[src/rtl/clk_src_pkg.sv]
// Package: shared mode encoding for the clock source mode controller.
// Assumes: codes are fixed because software and neighbours decode them.
package clk_src_pkg;

    typedef enum logic [2:0] {
        MODE_OFF      = 3'd0,
        MODE_SELF     = 3'd1,
        MODE_LOCK_INT = 3'd2,
        MODE_BYP_EXT  = 3'd3,
        MODE_LOCK_EXT = 3'd4
    } clk_mode_e;

    localparam int SEL_W = 2;

endpackage

[src/rtl/clk_src_qual.sv]
// Module: external clock qualifier. Counts external edge pulses while the
// oscillator is enabled and reports good amplitude; flags the clock as
// qualified after QUAL_EDGES of them.
// Assumes: ext_edge is already synchronous, one cycle per edge; QUAL_EDGES >= 2.
module clk_src_qual #(
    parameter int QUAL_EDGES = 4096
) (
    input  logic clk,
    input  logic rst_n,
    input  logic osc_on,
    input  logic osc_stable,
    input  logic clk_loss,
    input  logic ext_edge,
    output logic ext_ok
);

    localparam int CNT_W = (QUAL_EDGES > 2) ? $clog2(QUAL_EDGES) : 1;
    localparam logic [CNT_W-1:0] LAST = CNT_W'(QUAL_EDGES - 1);

    logic [CNT_W-1:0] cnt_q;
    logic             ok_q;
    logic             clear;
    logic             count_en;

    assign clear    = clk_loss || !osc_on;
    assign count_en = osc_stable && ext_edge && !ok_q;

    // Edge counter and qualified flag; loss or oscillator off restarts it.
    always_ff @(posedge clk) begin
        if (!rst_n || clear) begin
            cnt_q <= '0;
            ok_q  <= 1'b0;
        end else if (count_en) begin
            cnt_q <= cnt_q + 1'b1;
            if (cnt_q == LAST) begin
                ok_q <= 1'b1;
            end
        end
    end

    assign ext_ok = ok_q;

endmodule

[src/rtl/clk_src_seq.sv]
// Module: stop/wake sequencer and mode decoder. Tracks whether the block is
// off and whether it waits for the DCO after a wake, and computes the mode
// for the next cycle.
// Assumes: the outputs are registered by the caller.
module clk_src_seq
    import clk_src_pkg::*;
(
    input  logic             clk,
    input  logic             rst_n,
    input  logic [SEL_W-1:0] src_sel,
    input  logic             stop_req,
    input  logic             dbg_en,
    input  logic             wake_irq,
    input  logic             dco_ready,
    input  logic             clk_loss,
    input  logic             ext_ok,
    output logic             off_nxt,
    output clk_mode_e        mode_nxt
);

    logic      off_q;
    logic      wait_q;
    logic      wait_nxt;
    clk_mode_e sel_mode;

    // Next off/wait state from stop, debug, wake and DCO status.
    always_comb begin
        off_nxt  = off_q;
        wait_nxt = wait_q;
        if (off_q) begin
            if (wake_irq) begin
                off_nxt  = 1'b0;
                wait_nxt = src_sel[0] && !dco_ready;
            end
        end else if (stop_req && !dbg_en) begin
            off_nxt  = 1'b1;
            wait_nxt = 1'b0;
        end else if (wait_q && dco_ready) begin
            wait_nxt = 1'b0;
        end
    end

    // Mode named by the select field, with fallback on a lost external clock.
    always_comb begin
        unique case (src_sel)
            2'b00:   sel_mode = MODE_SELF;
            2'b01:   sel_mode = MODE_LOCK_INT;
            2'b10:   sel_mode = MODE_BYP_EXT;
            default: sel_mode = MODE_LOCK_EXT;
        endcase
        if (src_sel[1] && clk_loss && !ext_ok) begin
            sel_mode = MODE_SELF;
        end
    end

    // Final next mode: off wins, then the DCO wait, then the select.
    always_comb begin
        if (off_nxt) begin
            mode_nxt = MODE_OFF;
        end else if (wait_nxt) begin
            mode_nxt = MODE_SELF;
        end else begin
            mode_nxt = sel_mode;
        end
    end

    // Sequencer state registers.
    always_ff @(posedge clk) begin
        if (!rst_n) begin
            off_q  <= 1'b0;
            wait_q <= 1'b0;
        end else begin
            off_q  <= off_nxt;
            wait_q <= wait_nxt;
        end
    end

endmodule

[src/rtl/clk_src_outreg.sv]
// Module: registered outputs. Turns the next mode into the mode register,
// the feed gate, the oscillator enable and the glitch-free mux select.
// Assumes: every output changes only on a clock edge.
module clk_src_outreg
    import clk_src_pkg::*;
(
    input  logic      clk,
    input  logic      rst_n,
    input  clk_mode_e mode_nxt,
    input  logic      off_nxt,
    input  logic      want_ext,
    input  logic      osc_keep,
    input  logic      ext_ok,
    output clk_mode_e mode_q,
    output logic      feed_q,
    output logic      osc_q,
    output logic      ext_sel_q
);

    logic ext_mode;
    logic feed_nxt;
    logic osc_nxt;
    logic sel_nxt;

    // Decode what the next mode means for each output.
    always_comb begin
        ext_mode = (mode_nxt == MODE_BYP_EXT) || (mode_nxt == MODE_LOCK_EXT);
        sel_nxt  = ext_mode && ext_ok;
        osc_nxt  = want_ext && (!off_nxt || osc_keep);
        if (mode_nxt == MODE_OFF) begin
            feed_nxt = 1'b0;
        end else if (mode_nxt == MODE_BYP_EXT) begin
            feed_nxt = ext_ok;
        end else begin
            feed_nxt = 1'b1;
        end
    end

    // Output registers with reset defaults.
    always_ff @(posedge clk) begin
        if (!rst_n) begin
            mode_q    <= MODE_SELF;
            feed_q    <= 1'b1;
            osc_q     <= 1'b0;
            ext_sel_q <= 1'b0;
        end else begin
            mode_q    <= mode_nxt;
            feed_q    <= feed_nxt;
            osc_q     <= osc_nxt;
            ext_sel_q <= sel_nxt;
        end
    end

endmodule

[src/rtl/clk_src_ctrl.sv]
// Module: top of the clock source mode controller. Wires the qualifier,
// the sequencer and the output registers together.
// Assumes: all inputs are synchronous to clk.
module clk_src_ctrl
    import clk_src_pkg::*;
#(
    parameter int QUAL_EDGES = 4096
) (
    input  logic       clk,
    input  logic       rst_n,
    input  logic [1:0] src_sel,
    input  logic       stop_req,
    input  logic       dbg_en,
    input  logic       osc_keep,
    input  logic       wake_irq,
    input  logic       osc_stable,
    input  logic       clk_loss,
    input  logic       dco_ready,
    input  logic       ext_edge,
    output logic [2:0] mode,
    output logic       sys_clk_en,
    output logic       osc_en,
    output logic       ref_sel_ext
);

    logic      ext_ok;
    logic      off_nxt;
    clk_mode_e mode_nxt;
    clk_mode_e mode_q;
    logic      osc_q;

    clk_src_qual #(
        .QUAL_EDGES(QUAL_EDGES)
    ) u_qual (
        .clk       (clk),
        .rst_n     (rst_n),
        .osc_on    (osc_q),
        .osc_stable(osc_stable),
        .clk_loss  (clk_loss),
        .ext_edge  (ext_edge),
        .ext_ok    (ext_ok)
    );

    clk_src_seq u_seq (
        .clk      (clk),
        .rst_n    (rst_n),
        .src_sel  (src_sel),
        .stop_req (stop_req),
        .dbg_en   (dbg_en),
        .wake_irq (wake_irq),
        .dco_ready(dco_ready),
        .clk_loss (clk_loss),
        .ext_ok   (ext_ok),
        .off_nxt  (off_nxt),
        .mode_nxt (mode_nxt)
    );

    clk_src_outreg u_out (
        .clk      (clk),
        .rst_n    (rst_n),
        .mode_nxt (mode_nxt),
        .off_nxt  (off_nxt),
        .want_ext (src_sel[1]),
        .osc_keep (osc_keep),
        .ext_ok   (ext_ok),
        .mode_q   (mode_q),
        .feed_q   (sys_clk_en),
        .osc_q    (osc_q),
        .ext_sel_q(ref_sel_ext)
    );

    assign mode   = mode_q;
    assign osc_en = osc_q;

endmodule

[config.mk]
export PLATFORM = sky130hd
export DESIGN_NAME = clk_src_ctrl
export DESIGN_NICKNAME = d
export VERILOG_FILES = /design/src/rtl/clk_src_pkg.sv /design/src/rtl/clk_src_qual.sv /design/src/rtl/clk_src_seq.sv /design/src/rtl/clk_src_outreg.sv /design/src/rtl/clk_src_ctrl.sv
export SDC_FILE = /design/constraint.sdc
export NUM_CORES = 1
export LEC_CHECK = 0
export BUFFER_PORTS_ARGS = -buffer_cell sky130_fd_sc_hd__buf_2
export CAP_MARGIN = 10
export CORE_MARGIN = 2
export CORE_UTILIZATION = 50
export CTS_CLUSTER_SIZE = 28
export DETAILED_ROUTE_END_ITERATION = 7
export GPL_TIMING_DRIVEN = 1
export PLACE_DENSITY = 0.68
export SETUP_SLACK_MARGIN = 0.02
export SLEW_MARGIN = 15
export SYNTH_ARGS = -nofsm -noshare
export SYNTH_HDL_FRONTEND = slang
export SYNTH_HIERARCHICAL = 1
export SYNTH_SLANG_ARGS = --single-unit
[constraint.sdc]
create_clock -name clk -period 2.07 [get_ports clk]
set_input_delay 0.414 -clock clk [delete_from_list [all_inputs] [get_ports clk]]
set_output_delay 0.414 -clock clk [all_outputs]
set_load 0.05 [all_outputs]
==> flow_summary.rst <==
.. list-table::
   :header-rows: 1

   * - Metric
     - Value
   * - Max clock buf depth
     - 2
   * - CTS tree
     - yes
   * - Avg WL per Cell
     - 11.23 µm
   * - Fin Setup TNS
     - 0 ns
   * - Global-route total usage across every layer
     - 17.16%
   * - Core area
     - 0.001982 mm²
   * - Drt first-iter violations
     - 7
   * - Most common cell in the netlist
     - sky130_fd_sc_hd__dfxtp_1
   * - Setup slack after layout
     - 0.4174 ns
   * - Share of total power in sequential cells
     - 59.0%
   * - Worst Setup Path Type
     - reg -> reg
   * - Routed wire length on met2
     - 915 µm
   * - Setup clock skew after layout
     - 0.009510 ns
   * - Fin nets
     - 154
   * - Proportion of layout cells with a drive suffix above 1
     - 23.36%
   * - Hpwl dp
     - 1.449 mm
   * - Initial core utilization
     - 54.04%
   * - Weighted congestion reported at the end of routability-driven placement
     - 0.8106
   * - Total of flip-flops plus latches after synthesis
     - 21
   * - Via count of the first global-routing pass
     - 792
   * - Post-route ant nets
     - 0
   * - Kind of capture point of the worst setup path
     - flop
   * - Leading area contributor after synthesis
     - sky130_fd_sc_hd__dfxtp_1
   * - Number of input and output port buffers inserted
     - 17
   * - Clock transition at the registers of the reported paths
     - 0.11 ns
   * - Critical register-to-register path startpoint
     - u_seq/off_q$_SDFF_PN0_
   * - Cts bufs inserted
     - 3
   * - Switching power share of the total
     - 26.18%
   * - R2R depth
     - 5
   * - R2r setup slk
     - 0.42 ns
   * - CTS Root Cell
     - sky130_fd_sc_hd__clkbuf_4
   * - Wire length of the first global-routing pass
     - 3.298 mm
   * - Storage element area
     - 420.4 µm²
   * - Total Power Consumption
     - 0.7069 mW
   * - Filler instances
     - 193
   * - Part of the power in the clock network
     - 26.9%
   * - Final non-filler cell area
     - 0.001221 mm²
   * - Outcome
     - finished clean
   * - Largest voltage drop on the vdd net
     - 0.5188 mV
   * - Vias per std cell
     - 5.402
   * - Share of flip-flops with an asynchronous set or reset
     - 0%
   * - Yosys cell types
     - 37
   * - Final worst-path cycle share
     - 79.84%
   * - Number of top-level pins
     - 18
   * - Area used by multi-input combinational logic
     - 620.6 µm²
   * - Worst setup startpoint
     - u_seq/off_q$_SDFF_PN0_
   * - Largest driver fanout on the critical path
     - 5
   * - Wire length on met1
     - 848 µm
   * - Syn_nets
     - 132
   * - Number of sinks on the clock net
     - 21
   * - Post-route DRC
     - 0
   * - Top metal layer carrying routed signals
     - met3
   * - Fraction of synthesized cell area taken by the top area cell type
     - 39.25%
   * - Hold violation total from the final report
     - 0
   * - Highest clock frequency the design can meet
     - 605.1 MHz
   * - Sequential-to-total area share from yosys stat
     - 39.25%
   * - Mean instance size in the synthesized netlist
     - 9.233 µm²
   * - Std cell rows
     - 16
   * - Unrepaired setup endpoints after global routing
     - false
   * - Switching power
     - 0.1851 mW
   * - Cell Int Power
     - 0.5218 mW
   * - Buffer count from post-CTS setup fixing
     - 0
   * - Number of antenna violations at the first check in global routing
     - 0
   * - Type of origin of the critical path
     - flop
   * - Post-synthesis to final-layout area growth
     - 14.02%
   * - Metal3 WL
     - 77 µm
   * - Pre-CTS setup slack
     - 0.1568 ns
   * - Ranking of synthesized cells by instance count
     - sky130_fd_sc_hd__dfxtp_1, sky130_fd_sc_hd__nand2_1, sky130_fd_sc_hd__a21oi_1, sky130_fd_sc_hd__inv_1, sky130_fd_sc_hd__nor2_1
   * - Width of the die
     - 50.28 µm
   * - Maximum number of pins on one net before global-route repair
     - 13
   * - Post-synth EDFFs
     - 0
   * - Capturing element of the worst setup path
     - u_out/ext_sel_q$_SDFF_PN0_
   * - Fin Hold WS
     - 0.3507 ns
   * - Share of total power in combinational logic
     - 14.2%
   * - Arr. time, crit path
     - 1.90 ns
   * - Static leakage power
     - 0.4663 nW
   * - Gates resized, CTS repair
     - 0
   * - GRT Residual Overflow
     - 0
   * - Synth Warn #
     - 6
   * - Die outline area
     - 0.002528 mm²
   * - Number of slew-limit violations in the final report
     - 0
   * - Die boundary height
     - 50.28 µm
   * - R2r endpoint
     - u_out/ext_sel_q$_SDFF_PN0_
   * - Count of vias placed by the detailed router
     - 886
   * - Max_slew headroom
     - 78.69%
   * - Transition time at the pin with the least slew margin
     - 0.3168 ns
   * - Wirelength, routed
     - 1.841 mm
   * - Final Setup Violations
     - 0
   * - Max capacitance violation total
     - 0
   * - Area of the mapped netlist
     - 0.001071 mm²
   * - Diode insertion count for antenna repair
     - 0
   * - Main flop type after synthesis
     - sky130_fd_sc_hd__dfxtp_1
   * - Worst skew pair latency
     - 0.30 ns
   * - Number of hold buffers added after cts
     - 0
   * - Hold crit path type
     - in -> reg
   * - Critical path required time
     - 2.32 ns
   * - Drt first pass iters
     - 4
   * - Area post-placement
     - 0.001194 mm²
   * - H-tree lvl count
     - 1
   * - Cell types occupying the most area after synthesis
     - sky130_fd_sc_hd__dfxtp_1, sky130_fd_sc_hd__ha_1, sky130_fd_sc_hd__a21oi_1, sky130_fd_sc_hd__nand2_1, sky130_fd_sc_hd__mux2i_1
   * - Power per standard cell area
     - 578.9 mW/mm²
   * - Clock period minus worst slack
     - 1.653 ns
   * - Post-Syn Instances
     - 116
flip-flops by register name (all words and copies together), names as in the netlist:
name	cells
u_seq/wait_q	1
u_out/osc_q	1
u_out/feed_q	1
u_qual/ext_ok	1
u_qual/cnt_q	12
u_seq/off_q	1
u_out/mode_q	3
u_out/ext_sel_q	1
power groups by stage:
stage | combinational, mW | sequential, mW | clock, mW
after floorplan | 0.0425 | 0.452 | 0
after global placement | 0.0994 | 0.426 | 0
after detailed placement | 0.101 | 0.426 | 0
after CTS | 0.101 | 0.417 | 0.203
after global routing | 0.110 | 0.418 | 0.222
final | 0.100 | 0.417 | 0.190
worst max-delay path, cell delays in order (launching register included):
cell and delay, ns:
sky130_fd_sc_hd__dfxtp_1 0.46, sky130_fd_sc_hd__nor3b_4 0.08, sky130_fd_sc_hd__a221oi_2 0.33, sky130_fd_sc_hd__and3_1 0.24, sky130_fd_sc_hd__or3b_1 0.37, sky130_fd_sc_hd__a21oi_2 0.12
cells in the final DEF, fill, tap and decap left out, types with 2 or more instances in the layout:
master / count
sky130_fd_sc_hd__or4_1: 4
sky130_fd_sc_hd__inv_1: 7
sky130_fd_sc_hd__nor2b_1: 2
sky130_fd_sc_hd__a21oi_1: 9
sky130_fd_sc_hd__and2_1: 2
sky130_fd_sc_hd__nor2_1: 5
sky130_fd_sc_hd__and3b_2: 2
sky130_fd_sc_hd__clkbuf_4: 3
sky130_fd_sc_hd__o21ai_0: 3
sky130_fd_sc_hd__o31ai_1: 4
sky130_fd_sc_hd__dfxtp_1: 21
sky130_fd_sc_hd__nand3b_1: 3
sky130_fd_sc_hd__ha_1: 4
sky130_fd_sc_hd__mux2i_1: 3
sky130_fd_sc_hd__and3_1: 2
sky130_fd_sc_hd__buf_2: 17
sky130_fd_sc_hd__nand2_1: 12
sky130_fd_sc_hd__nand3_1: 3
sky130_fd_sc_hd__nand2b_1: 4
sky130_fd_sc_hd__or3_1: 2
sky130_fd_sc_hd__nor4_1: 4
sky130_fd_sc_hd__nand4_1: 3
how the worst min path moves through the flow:
stage / startpoint / endpoint / slack (ns) / cells past startpoint
6_report: osc_keep / u_out/osc_q$_SDFF_PN0_ / 0.35 / 3
5_1_grt: osc_keep / u_out/osc_q$_SDFF_PN0_ / 0.33 / 3
3_5_place_dp: u_qual/cnt_q[11]$_SDFFE_PP0P_ / u_qual/cnt_q[11]$_SDFFE_PP0P_ / 0.45 / 2
4_1_cts: osc_keep / u_out/osc_q$_SDFF_PN0_ / 0.33 / 3
3_3_place_gp: u_qual/cnt_q[11]$_SDFFE_PP0P_ / u_qual/cnt_q[11]$_SDFFE_PP0P_ / 0.45 / 2
2_1_floorplan: u_qual/cnt_q[11]$_SDFFE_PP0P_ / u_qual/cnt_q[11]$_SDFFE_PP0P_ / 0.43 / 2
area by class of cell:
type / count / share of cell area, %
repair buffers: 18 / 7.582
clock buffers: 3 / 1.844
clock inverters: 1 / 0.4098
multi-input cells: 87 / 50.82
flip-flops and latches: 21 / 34.43
well taps: 27 / 2.766
inverters: 7 / 2.152
metrics by stage:
step / util [%] / instances
3_5_place_dp: 60.23 / 160
2_1_floorplan: - / 116
6_report: 61.62 / 164
5_1_grt: 61.62 / 164
3_3_place_gp: 60.23 / 160
4_1_cts: 61.62 / 164
cell families after synthesis:
logic type,after synthesis,synth area share [%]
and+or+nand+nor,55,34.69
adders and majority gates,4,4.673
DFF,21,39.25
AOI/OAI and AO/OA,23,14.14
buffers and inverters,8,2.804
xor gates and xnor gates,2,1.636
muxes,3,2.804
metal layers:
metal | global-route usage [%] | up-vias
met5 | 0 | -
met3 | 6.250 | 0
li1 | - | 460
met1 | 21.93 | 413
met2 | 27.41 | 13
met4 | 4.167 | 0
(Power assumes the default switching activity.)
